`src/rtl/framer_pkg.sv`:
```
package framer_pkg;

    localparam int ADDR_MAX_BYTES = 5;
    localparam int ADDR_BITS      = ADDR_MAX_BYTES * 8;
    localparam int PAY_MAX_BYTES  = 32;
    localparam int LEN_W          = 6;
    localparam int PID_W          = 2;
    localparam int CTRL_BITS      = LEN_W + PID_W + 1;
    localparam int CNT_W          = $clog2(PAY_MAX_BYTES * 8 + 1);
    localparam int PIDX_W         = $clog2(PAY_MAX_BYTES);
    localparam int AB_W           = $clog2(ADDR_MAX_BYTES + 1);
    localparam int CRC_W          = 16;
    localparam logic [15:0] POLY16 = 16'h1021;
    localparam logic [7:0]  POLY8  = 8'h07;

    typedef enum logic [2:0] {
        SEG_IDLE,
        SEG_PRE,
        SEG_ADDR,
        SEG_CTRL,
        SEG_PAY,
        SEG_CRC
    } seg_e;

    typedef struct packed {
        logic [ADDR_BITS-1:0] addr;
        logic [AB_W-1:0]      addr_bytes;
        logic                 dyn;
        logic                 no_ack;
        logic [1:0]           crc_sel;
        logic [LEN_W-1:0]     len;
        logic [PID_W-1:0]     pid;
    } frame_cfg_t;

    function automatic logic [AB_W-1:0] aw_bytes(input logic [1:0] code);
        case (code)
            2'b10:   return AB_W'(4);
            2'b11:   return AB_W'(5);
            default: return AB_W'(3);
        endcase
    endfunction

    function automatic logic [LEN_W-1:0] clamp_len(input logic [LEN_W-1:0] l);
        return (int'(l) > PAY_MAX_BYTES) ? LEN_W'(PAY_MAX_BYTES) : l;
    endfunction

    // One MSB-first CRC step; the narrow form lives in the low byte.
    function automatic logic [CRC_W-1:0] crc_step(input logic [CRC_W-1:0] c,
                                                  input logic d,
                                                  input logic wide);
        logic [CRC_W-1:0] n;
        if (wide) begin
            n = {c[CRC_W-2:0], 1'b0};
            if (d ^ c[CRC_W-1]) n = n ^ POLY16;
        end else begin
            n = {8'h00, c[6:0], 1'b0};
            if (d ^ c[7]) n[7:0] = n[7:0] ^ POLY8;
        end
        return n;
    endfunction

endpackage

```
`src/rtl/frm_seq.sv`:
```
module frm_seq
    import framer_pkg::*;
(
    input  logic             clk,
    input  logic             rst,
    input  logic             bit_en,
    input  logic             start,
    input  logic             resend,
    input  frame_cfg_t       cfg_in,
    output seg_e             seg,
    output logic [CNT_W-1:0] cnt,
    output frame_cfg_t       cfg_q,
    output logic             done,
    output logic             crc_init,
    output logic             crc_feed,
    output logic             crc_emit
);
    seg_e             seg_q;
    logic [CNT_W-1:0] cnt_q;
    logic [PID_W-1:0] pid_q;
    logic             done_q;
    logic [CNT_W-1:0] seg_bits;
    logic             last_bit;
    logic             crc_on;
    seg_e             after_ctrl;
    seg_e             after_pay;
    seg_e             seg_next;
    logic             accept;
    logic [PID_W-1:0] pid_use;

    assign crc_on     = (cfg_q.crc_sel != 2'b00);
    assign after_pay  = crc_on ? SEG_CRC : SEG_IDLE;
    assign after_ctrl = (cfg_q.len != '0) ? SEG_PAY : after_pay;
    assign accept     = (seg_q == SEG_IDLE) && start;
    assign pid_use    = resend ? pid_q : pid_q + PID_W'(1);

    always_comb begin
        case (seg_q)
            SEG_PRE:  seg_bits = CNT_W'(8);
            SEG_ADDR: seg_bits = CNT_W'({cfg_q.addr_bytes, 3'b000});
            SEG_CTRL: seg_bits = CNT_W'(CTRL_BITS);
            SEG_PAY:  seg_bits = CNT_W'({cfg_q.len, 3'b000});
            SEG_CRC:  seg_bits = cfg_q.crc_sel[1] ? CNT_W'(16) : CNT_W'(8);
            default:  seg_bits = CNT_W'(1);
        endcase
    end

    assign last_bit = (cnt_q == seg_bits - CNT_W'(1));

    always_comb begin
        case (seg_q)
            SEG_PRE:  seg_next = SEG_ADDR;
            SEG_ADDR: seg_next = cfg_q.dyn ? SEG_CTRL : after_ctrl;
            SEG_CTRL: seg_next = after_ctrl;
            SEG_PAY:  seg_next = after_pay;
            default:  seg_next = SEG_IDLE;
        endcase
    end

    always_ff @(posedge clk) begin
        if (rst) begin
            seg_q  <= SEG_IDLE;
            cnt_q  <= '0;
            pid_q  <= '0;
            done_q <= 1'b0;
            cfg_q  <= '0;
        end else begin
            done_q <= 1'b0;
            if (accept) begin
                cfg_q      <= cfg_in;
                cfg_q.len  <= clamp_len(cfg_in.len);
                cfg_q.pid  <= pid_use;
                pid_q      <= pid_use;
                seg_q      <= SEG_PRE;
                cnt_q      <= '0;
            end else if (seg_q != SEG_IDLE && bit_en) begin
                if (last_bit) begin
                    seg_q <= seg_next;
                    cnt_q <= '0;
                    if (seg_next == SEG_IDLE) done_q <= 1'b1;
                end else begin
                    cnt_q <= cnt_q + CNT_W'(1);
                end
            end
        end
    end

    assign seg      = seg_q;
    assign cnt      = cnt_q;
    assign done     = done_q;
    assign crc_init = accept;
    assign crc_feed = bit_en && (seg_q == SEG_ADDR || seg_q == SEG_CTRL || seg_q == SEG_PAY);
    assign crc_emit = bit_en && (seg_q == SEG_CRC);

endmodule

```
`src/rtl/frm_bitsel.sv`:
```
module frm_bitsel
    import framer_pkg::*;
(
    input  seg_e              seg,
    input  logic [CNT_W-1:0]  cnt,
    input  frame_cfg_t        cfg,
    input  logic [7:0]        pay_byte,
    input  logic              crc_msb,
    output logic [PIDX_W-1:0] pay_idx,
    output logic              data_bit
);
    localparam int AIDX_W = $clog2(ADDR_BITS);
    localparam int CIDX_W = $clog2(CTRL_BITS);

    logic [CNT_W-1:0]     a_top;
    logic [CNT_W-1:0]     a_idx;
    logic                 first_addr;
    logic [CTRL_BITS-1:0] ctrl_word;
    logic [CIDX_W-1:0]    c_idx;
    logic [2:0]           b_idx;

    assign a_top      = CNT_W'({cfg.addr_bytes, 3'b000}) - CNT_W'(1);
    assign a_idx      = a_top - cnt;
    assign first_addr = cfg.addr[a_top[AIDX_W-1:0]];
    assign ctrl_word  = {cfg.len, cfg.pid, cfg.no_ack};
    assign c_idx      = CIDX_W'(CTRL_BITS - 1) - cnt[CIDX_W-1:0];
    assign b_idx      = 3'd7 - cnt[2:0];
    assign pay_idx    = (seg == SEG_PAY) ? cnt[PIDX_W+2:3] : '0;

    always_comb begin
        case (seg)
            SEG_PRE:  data_bit = first_addr ^ cnt[0];
            SEG_ADDR: data_bit = cfg.addr[a_idx[AIDX_W-1:0]];
            SEG_CTRL: data_bit = ctrl_word[c_idx];
            SEG_PAY:  data_bit = pay_byte[b_idx];
            SEG_CRC:  data_bit = crc_msb;
            default:  data_bit = 1'b0;
        endcase
    end

endmodule

```
`src/rtl/frm_crc.sv`:
```
module frm_crc
    import framer_pkg::*;
(
    input  logic clk,
    input  logic rst,
    input  logic init,
    input  logic feed,
    input  logic emit,
    input  logic wide,
    input  logic data_bit,
    output logic msb
);
    logic [CRC_W-1:0] crc_q;

    always_ff @(posedge clk) begin
        if (rst || init) begin
            crc_q <= '1;
        end else if (feed) begin
            crc_q <= crc_step(crc_q, data_bit, wide);
        end else if (emit) begin
            crc_q <= {crc_q[CRC_W-2:0], 1'b0};
        end
    end

    assign msb = wide ? crc_q[CRC_W-1] : crc_q[7];

endmodule

```
`src/rtl/pkt_framer.sv`:
```
module pkt_framer
    import framer_pkg::*;
(
    input  logic                  clk,
    input  logic                  rst,
    input  logic                  bit_en,
    input  logic                  start,
    input  logic                  resend,
    input  logic [ADDR_BITS-1:0]  addr,
    input  logic [1:0]            aw_code,
    input  logic                  dyn_len,
    input  logic                  no_ack,
    input  logic [1:0]            crc_sel,
    input  logic [LEN_W-1:0]      pay_len,
    input  logic [7:0]            pay_byte,
    output logic [PIDX_W-1:0]     pay_idx,
    output logic                  tx_bit,
    output logic                  tx_valid,
    output logic                  tx_done
);
    frame_cfg_t       cfg_in;
    frame_cfg_t       cfg_q;
    seg_e             seg;
    logic [CNT_W-1:0] cnt;
    logic             crc_init;
    logic             crc_feed;
    logic             crc_emit;
    logic             crc_msb;
    logic             data_bit;

    always_comb begin
        cfg_in            = '0;
        cfg_in.addr       = addr;
        cfg_in.addr_bytes = aw_bytes(aw_code);
        cfg_in.dyn        = dyn_len;
        cfg_in.no_ack     = no_ack;
        cfg_in.crc_sel    = crc_sel;
        cfg_in.len        = pay_len;
    end

    frm_seq u_seq (
        .clk      (clk),
        .rst      (rst),
        .bit_en   (bit_en),
        .start    (start),
        .resend   (resend),
        .cfg_in   (cfg_in),
        .seg      (seg),
        .cnt      (cnt),
        .cfg_q    (cfg_q),
        .done     (tx_done),
        .crc_init (crc_init),
        .crc_feed (crc_feed),
        .crc_emit (crc_emit)
    );

    frm_bitsel u_sel (
        .seg      (seg),
        .cnt      (cnt),
        .cfg      (cfg_q),
        .pay_byte (pay_byte),
        .crc_msb  (crc_msb),
        .pay_idx  (pay_idx),
        .data_bit (data_bit)
    );

    frm_crc u_crc (
        .clk      (clk),
        .rst      (rst),
        .init     (crc_init),
        .feed     (crc_feed),
        .emit     (crc_emit),
        .wide     (cfg_q.crc_sel[1]),
        .data_bit (data_bit),
        .msb      (crc_msb)
    );

    assign tx_valid = (seg != SEG_IDLE);
    assign tx_bit   = tx_valid ? data_bit : 1'b0;

endmodule

```
`config.mk`:
```
export PLATFORM = sky130hd
export DESIGN_NAME = pkt_framer
export DESIGN_NICKNAME = d
export VERILOG_FILES = /design/src/rtl/framer_pkg.sv /design/src/rtl/frm_seq.sv /design/src/rtl/frm_bitsel.sv /design/src/rtl/frm_crc.sv /design/src/rtl/pkt_framer.sv
export SDC_FILE = /design/constraint.sdc
export NUM_CORES = 1
export LEC_CHECK = 0
export ABC_AREA = 1
export BUFFER_PORTS_ARGS = -buffer_cell sky130_fd_sc_hd__buf_2
export CORE_ASPECT_RATIO = 1.25
export CORE_MARGIN = 2
export CORE_UTILIZATION = 61
export DETAILED_ROUTE_END_ITERATION = 10
export PLACE_DENSITY_LB_ADDON = 0.05
export SKIP_CTS_REPAIR_TIMING = 1
export SYNTH_ARGS = -nofsm -noshare
export SYNTH_HDL_FRONTEND = slang
export SYNTH_SLANG_ARGS = --single-unit
```
`constraint.sdc`:
```
create_clock -name clk -period 6.6 [get_ports clk]
set_input_delay 1.32 -clock clk [delete_from_list [all_inputs] [get_ports clk]]
set_output_delay 1.32 -clock clk [all_outputs]
set_load 0.02 [all_outputs]
```
Word level (Yosys, flattened, before mapping)
Cells that the tools add are included.
{"block": "totals", "ff_bits": 84, "output_inout_bits": 8}
{"block": "classes", "n_addsub": 7, "n_lt_le_gt_ge": 5, "n_eq_ne": 8, "mux": 31, "n_bitwise": 8, "reduce_logical": 20}
{"operator": "two-way mux 16 bit", "count": 3}
{"operator": "case mux 9 bit (5 select lines)", "count": 1}
{"operator": "less-than comparator 6 x 7 -> 1 bit, second input constant", "count": 2}
{"operator": "two-way mux 13 bit", "count": 1}
{"operator": "binary-select mux 1 bit (select 6 bit)", "count": 2}
{"operator": "two-way mux 3 bit", "count": 4}
{"operator": "case mux 3 bit (4 select lines)", "count": 1}
{"operator": "two-way mux 1 bit", "count": 10}
{"operator": "two-way mux 5 bit", "count": 2}
{"operator": "adder 9 x 1 -> 9 bit, second input constant", "count": 1}
{"operator": "== test 9 bit", "count": 1}
{"operator": "two-way mux 9 bit", "count": 1}
{"operator": "subtractor 9 x 1 -> 9 bit, second input constant", "count": 1}
{"operator": "nonzero test 2 bit", "count": 4}
{"operator": "== test 3 x 2 -> 1 bit, second input constant", "count": 2}
{"operator": "== test 3 bit, second input constant", "count": 2}
{"operator": "greater-than comparator 6 bit, second input constant", "count": 1}
{"operator": "zero test 3 bit", "count": 2}
{"operator": "two-way mux 6 bit", "count": 1}
{"operator": "inverter 3 bit", "count": 2}
{"operator": "case mux 3 bit (2 select lines)", "count": 1}
{"operator": "AND reduction 2 bit", "count": 3}
{"operator": "nonzero test 6 bit", "count": 1}
{"operator": "subtractor 6 x 1 -> 6 bit, second input constant", "count": 1}
{"operator": "19 further kinds", "count": 29}

Logic depth before layout (Yosys ltp)
Gate-level depths: netlist of the first run.
{"block": "depth", "depth_word": 9, "depth_mapped": 21, "ltp_nobuf": 21}

Cells and area by module
A second synthesis of the first run with hierarchy kept.
{"block": "hier_totals", "hier_cells": 722, "hier_area_um2": 4748.3}
{"mod": "frm_seq", "instances": 1, "cells_per_inst": 409, "area_per_inst_um2": 2996.6}
{"mod": "frm_bitsel", "instances": 1, "cells_per_inst": 209, "area_per_inst_um2": 975.9}
{"mod": "frm_crc", "instances": 1, "cells_per_inst": 95, "area_per_inst_um2": 738.2}
{"mod": "pkt_framer", "instances": 1, "cells_per_inst": 9, "area_per_inst_um2": 37.5}

Worst setup path before layout of the first run
No wires, ideal clock.
{"block": "synth_timing", "path_kind": "in2out", "startpoint": "input pay_byte[0]", "endpoint": "output tx_bit", "t_arrival_ps": 2090, "required_time_ps": 5280, "slack_ps": 3190, "cell_stages": 10, "path_cell_list": "inv_1 -> nand2_1 -> nand3_1 -> nand3_1 -> nand3_1 -> nand2_1 -> inv_1 -> nand2_1 -> nor2_2 -> nand2_1"}
{"block": "synth_via", "elab_chain_len": 4}
{"item": "start: declaration", "line": "pkt_framer.sv:15", "source": "input logic [7:0] pay_byte,"}
{"item": "binary-select mux 1 bit (select 3 bit)", "line": "frm_bitsel.sv:35", "source": "SEG_PAY: data_bit = pay_byte[b_idx];"}
{"item": "two-way mux 1 bit (not written as such)", "line": "frm_bitsel.sv:35"}
{"item": "case mux 1 bit (5 select lines)", "line": "frm_bitsel.sv:31", "source": "case (seg)"}
{"item": "two-way mux 1 bit", "line": "pkt_framer.sv:79", "source": "assign tx_bit = tx_valid ? data_bit : 1'b0;"}
{"item": "end: declaration", "line": "pkt_framer.sv:17", "source": "output logic tx_bit,"}
Every way passes these cells. The select of a mux whose other input is x is not followed.

Worst setup path after layout of the first run
{"block": "layout_timing", "startpoint": "register u_seq.cnt_q[1], in the netlist u_seq.cnt[1]", "endpoint": "output tx_bit"}
{"block": "layout_via", "elab_chain_len": 5, "elab_cells_between_ends": 11, "classes_between": "add/sub (3); mux (8)"}
{"item": "start: declaration", "line": "frm_seq.sv:19", "source": "logic [CNT_W-1:0] cnt_q;"}
{"item": "start signal: assignment", "line": "frm_seq.sv:82", "source": "cnt_q <= cnt_q + CNT_W'(1);"}
{"item": "subtractor 6 bit (tied with other cells)", "line": "frm_bitsel.sv:23", "source": "assign a_idx = a_top - cnt;"}
{"item": "binary-select mux 1 bit (select 6 bit) (tied with other cells)", "line": "frm_bitsel.sv:33", "source": "SEG_ADDR: data_bit = cfg.addr[a_idx[AIDX_W-1:0]];"}
{"item": "two-way mux 1 bit, on equally long branches", "line": "frm_bitsel.sv:33, frm_bitsel.sv:34, frm_bitsel.sv:35"}
{"item": "case mux 1 bit (5 select lines) *", "line": "frm_bitsel.sv:31"}
{"item": "two-way mux 1 bit *", "line": "pkt_framer.sv:79"}
Mark *: on every way between the ends. The rest lies on a longest branch, timed or not. The select of a mux whose other input is x is not followed.

==> impl_metrics.env, run 1 <==
export IMPL_status="finished clean"
export IMPL_diodes=0
export IMPL_clock_sinks=84
export IMPL_start_util=0.625
export IMPL_ctsHtreeMaxLevel=3
export IMPL_hold_viol_final=0
export IMPL_cp_start_kind="flop"
export IMPL_crit_arrival_ps=2990
export IMPL_slew_violations=0
export IMPL_dr_pass1_iters=5
export IMPL_synth_area_top_cells="dfxtp_1, nand2_1, nand3_1, inv_1, a21oi_1"
export IMPL_multiInputGateArea_um2=2410
export IMPL_max_clock_freq_ghz=0.232
export IMPL_async_flop_share=0
export IMPL_rows=35
export IMPL_cts_path_max_buffers=2
export IMPL_fp_dieW_um=81.4
export IMPL_synth_nets=776
export IMPL_synth_seq_cells=84
export IMPL_finalWeightedCongestion=0.938
export IMPL_area_growth_pct=13.0
export IMPL_max_slew_worst_pin_slew_ps=680
export IMPL_dpl_hpwl_um=8230
export IMPL_drt_wl_total_um=11300
export IMPL_clock_latency_ps=360
export IMPL_relSlewSlack=0.544
export IMPL_dr_total_vias=4552
export IMPL_path_clk_slew_ps=80
export IMPL_r2r_slack_ps=3680
export IMPL_core_um2=7310
export IMPL_synth_area_leader_cell="dfxtp_1"
export IMPL_cts_tree="built"
export IMPL_numCtsBuffers=9
export IMPL_fin_skew_ps=13.5
export IMPL_syn_area_per_cell_um2=6.48
export IMPL_ant_nets=0
export IMPL_finalNetCount=832
export IMPL_regArea_um2=1680
export IMPL_synth_ff_type="dfxtp_1"
export IMPL_ios=73
export IMPL_drtIter0Drc=264
export IMPL_gr_usage_all_layers=0.290
export IMPL_cellLeakagePower_nw=2.44
export IMPL_grt_start_max_net_pins=70
export IMPL_crit_required_ps=5280
export IMPL_critPathCaptureType="primary output"
export IMPL_fp_dieH_um=101
export IMPL_yosysWarnings=0
export IMPL_drc=0
export IMPL_layout_drive_gt1_share=0.150
export IMPL_grt_pass1_wl_um=18600
export IMPL_syn_area_um2=4570
export IMPL_synth_edf_count=0
export IMPL_synth_top_area_frac=0.368
export IMPL_port_buffers=72
export IMPL_grt_overflow=0
export IMPL_setup_tns_ps=0
export IMPL_grt_pass1_vias=4135
export IMPL_fill_cells=665
export IMPL_finalSetupViolCount=0
export IMPL_total_power_mw=1.22
export IMPL_dieArea_um2=8200
export IMPL_finalCritPeriodShare=0.653
export IMPL_criticalPathCategory="reg -> out"
export IMPL_antenna_found_initial=0
export IMPL_ys_types=33
export IMPL_finalCriticalPeriod_ps=4310
export IMPL_yosysSeqAreaShare=0.368
export IMPL_hp_class="reg -> reg"
export IMPL_maxCapViolations=0
export IMPL_root_buffer="clkbuf_8"
export IMPL_syn_instance_count=705
export IMPL_ir_worst_vdd_mv=0.173
export IMPL_wire_per_inst_um=13.1
export IMPL_rsz0062_at_grt="false"
export IMPL_avgViaCountPerCell=5.31
export IMPL_crit_fanout=16
export IMPL_power_density_nw_per_um2=236
## cell usage after synthesis, types with 2 or more instances
| cell type | count |
|---|---|
| o221ai_1 | 6 |
| inv_2 | 7 |
| o211ai_1 | 3 |
| or2_1 | 4 |
| nand3_1 | 81 |
| dfxtp_1 | 84 |
| nor2_2 | 3 |
| nor3_2 | 2 |
| inv_1 | 85 |
| a21oi_1 | 61 |
| nor2_1 | 43 |
| nor2_4 | 2 |
| buf_2 | 10 |
| ha_1 | 6 |
| nor3_1 | 5 |
| xor2_1 | 14 |
| a211oi_1 | 2 |
| clkbuf_1 | 19 |
| nand3_2 | 4 |
| nand2_1 | 211 |
| o21ai_0 | 33 |
| nand4_1 | 9 |
## through the flow
stage	util	worst slack, ps	instance area, um2	std cells	hold WS (ps)
2_1_floorplan	-	3190	4570	705	425
3_3_place_gp	0.676	2800	4940	842	434
3_5_place_dp	0.676	2740	4940	842	449
4_1_cts	0.706	2350	5160	858	462
5_1_grt	0.706	2040	5160	858	490
6_report	0.706	2290	5160	858	459
## per-layer routing
metal / track usage / vias to the layer above / share of wire
met5: 0 / - / 0
met2: 0.512 / 126 / 0.51
met3: 0.0403 / 11 / 0.049
met1: 0.368 / 2050 / 0.43
met4: 0.0717 / 0 / 0.0094
li1: - / 2365 / -
## report_power, final
| group | switching [mW] | leakage (nW) | internal, mW | total (mW) |
|---|---|---|---|---|
| combinational | 0.165 | 1.64 | 0.0889 | 0.254 |
| sequential | 0.0205 | 0.687 | 0.540 | 0.561 |
| clock | 0.203 | 0.108 | 0.200 | 0.404 |
| total | 0.389 | 2.44 | 0.829 | 1.22 |
## cell families (layout without fill, tap and decap cells)
family / Yosys count / after routing / synth area share
buffers and inverters: 123 / 184 / 0.105
adders and majority gates: 6 / 6 / 0.0164
xor gates and xnor gates: 15 / 15 / 0.0288
DFF: 84 / 84 / 0.368
and+or+nand+nor: 368 / 368 / 0.352
AOI/OAI and AO/OA: 109 / 109 / 0.130
## flip-flops by register name, indices dropped and copies added (netlist names)
signal,flops
u_crc.crc_q,16
u_seq.cnt,9
u_seq.cfg_q,55
u_seq.seg,3
u_seq.done,1
## final cells by class
type | instances | share of cell area
Multi-Input combinational cell | 498 | 0.468
Sequential cell | 84 | 0.326
Timing Repair Buffer | 75 | 0.0742
Inverter | 93 | 0.0676
Clock buffer | 11 | 0.0293
Tap cell | 92 | 0.0223
Clock inverter | 5 | 0.0128
## cell usage in the layout, fill, tap and decap left out, types with 2 or more instances in the layout
master    netlist  layout
ha_1            6       6
nand4_1         9       9
dfxtp_1        84      84
nor2_1         43      43
buf_2          10      72
a211oi_1        2       2
a21oi_1        61      61
nor2_4          2       2
o221ai_1        6       6
or2_1           4       4
buf_4           1       3
o211ai_1        3       3
inv_2           7       7
nor2_2          3       3
nand3_1        81      80
xor2_1         14      14
clkbuf_8        0      11
nor3_1          5       5
o21ai_0        33      33
inv_1          85      85
nand2_1       211     211
nor3_2          2       2
nand3_2         4       5
## final timing paths
check	from	end	cells after the start
max	u_seq.cnt[1]	tx_bit	10
min	u_seq.cfg_q[42]	u_seq.cfg_q[42]	2
max reg2reg	u_seq.cnt[1]	u_crc.crc_q[5]	14
min reg2reg	u_seq.cfg_q[42]	u_seq.cfg_q[42]	2
## critical path, cell delays in order, from the launching register on
cell	delay [ps]
dfxtp_1	720
inv_1	430
ha_1	490
inv_1	90
nand3_1	90
nand3_1	70
nand3_1	80
a21oi_1	80
nor2_2	220
nand2_1	180
buf_2	200
Power figures use the tool's default switching activity.
==> inputs of run 2 (changes only) <==
--- a/config.mk
+++ b/config.mk
@@ -9,7 +9,7 @@
 export BUFFER_PORTS_ARGS = -buffer_cell sky130_fd_sc_hd__buf_2
 export CORE_ASPECT_RATIO = 1.25
 export CORE_MARGIN = 2
-export CORE_UTILIZATION = 61
+export CORE_UTILIZATION = 51
 export DETAILED_ROUTE_END_ITERATION = 10
 export PLACE_DENSITY_LB_ADDON = 0.05
 export SKIP_CTS_REPAIR_TIMING = 1
==> constraint.sdc (replaced) <==
create_clock -name clk -period 3.8 [get_ports clk]
set_input_delay 0.76 -clock clk [delete_from_list [all_inputs] [get_ports clk]]
set_output_delay 0.76 -clock clk [all_outputs]
set_load 0.02 [all_outputs]
==> run 2 against run 1 <==
Effect of this change: hold slack improved by 0.78 ps; critical path depth rose by 4; largest cell class unchanged; final area rose by 1.3%; sequential power grew 73%; cell count rose by 3.6%; clock-buffer cell count unchanged; flip-flop and latch count unchanged; highest routed layer unchanged; critical path type unchanged.
==> impl_metrics.env, run 2 (same netlist as run 1, synthesis figures left out) <==
export IMPL_grt_pass1_wl_um=19600
export IMPL_ios=73
export IMPL_core_um2=8700
export IMPL_largest_register="u_seq.cfg_q"
export IMPL_cts_path_max_buffers=2
export IMPL_rsz0062_at_grt="false"
export IMPL_ir_worst_vdd_mv=0.241
export IMPL_layout_commonest_cell="nand2_1"
export IMPL_drc=0
export IMPL_max_slew_worst_pin_slew_ps=691
export IMPL_fill_cells=885
export IMPL_crit_required_ps=3040
export IMPL_status="finished clean"
export IMPL_ctsHtreeMaxLevel=3
export IMPL_finalNetCount=835
export IMPL_place_area_um2=5000
export IMPL_min_to="u_seq.cfg_q[53]"
export IMPL_root_buffer="clkbuf_8"
export IMPL_place_ws_ps=708
export IMPL_finalWeightedCongestion=0.894
export IMPL_finalSetupViolCount=0
export IMPL_drt_wl_total_um=11900
export IMPL_grt_overflow=0
export IMPL_relSlewSlack=0.536
export IMPL_port_buffers=72
export IMPL_crit_start="u_seq.cfg_q[12]"
export IMPL_wire_per_inst_um=13.4
export IMPL_fp_dieH_um=110
export IMPL_fin_util=0.601
export IMPL_finalCritPeriodShare=0.901
export IMPL_hold_start="u_seq.cfg_q[53]"
export IMPL_rows=38
export IMPL_placed_cells=873
export IMPL_drtIter0Drc=239
export IMPL_total_power_mw=2.14
export IMPL_grt_start_max_net_pins=69
export IMPL_critPathCaptureType="primary output"
export IMPL_fp_dieW_um=88.7
export IMPL_diodes=0
export IMPL_dieArea_um2=9740
export IMPL_r2r_slack_ps=1070
export IMPL_crit_arrival_ps=2660
export IMPL_clock_latency_ps=350
export IMPL_final_cell_mix="nand2_1, inv_1, dfxtp_1, nand3_1, buf_2"
export IMPL_finalNonFillerCells=889
export IMPL_start_util=0.525
export IMPL_area_growth_pct=14.4
export IMPL_finalCriticalPeriod_ps=3420
export IMPL_crit_fanout=5
export IMPL_dpl_hpwl_um=8750
export IMPL_gr_usage_all_layers=0.258
export IMPL_slew_violations=0
export IMPL_r2r_start="u_seq.seg[2]"
export IMPL_antenna_found_initial=0
export IMPL_grt_pass1_vias=4386
export IMPL_holdPathStages=2
export IMPL_fin_hold_ws_ps=459
export IMPL_cellLeakagePower_nw=2.45
export IMPL_max_clock_freq_ghz=0.292
export IMPL_avgViaCountPerCell=5.17
export IMPL_post_route_cell_area_um2=5230
export IMPL_largest_register_ffs=55
export IMPL_hp_class="reg -> reg"
export IMPL_hold_viol_final=0
export IMPL_fin_skew_ps=8.19
export IMPL_dr_total_vias=4596
export IMPL_layout_drive_gt1_share=0.153
export IMPL_finalWorstSetupSlack_ps=375
export IMPL_setup_tns_ps=0
export IMPL_numCtsBuffers=9
export IMPL_r2r_end="u_seq.cnt[8]"
export IMPL_r2r_cells=15
export IMPL_path_clk_slew_ps=90
export IMPL_cp_start_kind="flop"
export IMPL_dr_pass1_iters=5
export IMPL_clock_sinks=84
export IMPL_cts_tree="built"
export IMPL_maxCapViolations=0
export IMPL_criticalPathCategory="reg -> out"
export IMPL_power_density_nw_per_um2=410
export IMPL_ant_nets=0
run 2: layout make-up:
class / count / area [um2] / area share
multi-input cells: 498 / 2420 / 0.462
well taps: 120 / 150 / 0.0287
inverters: 93 / 349 / 0.0668
clock buffers: 11 / 141 / 0.0270
repair buffers: 78 / 405 / 0.0775
flip-flops and latches: 84 / 1680 / 0.322
clock inverters: 5 / 83.8 / 0.0160
run 2: metal layers:
layer	vias to the layer above	wire [um]	GRT usage
met5	-	0	0
met3	34	550	0.0458
li1	2371	-	-
met4	0	374	0.106
met1	2069	4990	0.315
met2	122	6000	0.442
run 2: critical path, stage by stage, from the launching register on:
cell and delay, ps:
dfxtp_1 410, inv_1 130, ha_1 340, inv_1 70, ha_1 300, nand2_1 90, inv_1 40, nor2_1 110
nand2_1 60, nand3_1 60, nand2_1 80, a21oi_1 150, nand2_1 170, nand2_2 140, buf_2 170
run 2: power breakdown:
part           internal [mW]  switching [mW]
registers              0.938          0.0337
logic                  0.157           0.294
clock network          0.391           0.328
total                   1.49           0.656
run 2: how the worst max path moves through the flow:
stage / to / slack [ps] / cells after the start
finish: tx_bit / 380 / 14
global route: tx_bit / 2 / 14
CTS: tx_bit / 310 / 14
detailed placement: tx_bit / 710 / 14
global placement: tx_bit / 820 / 14
floorplan: tx_bit / 1080 / 13
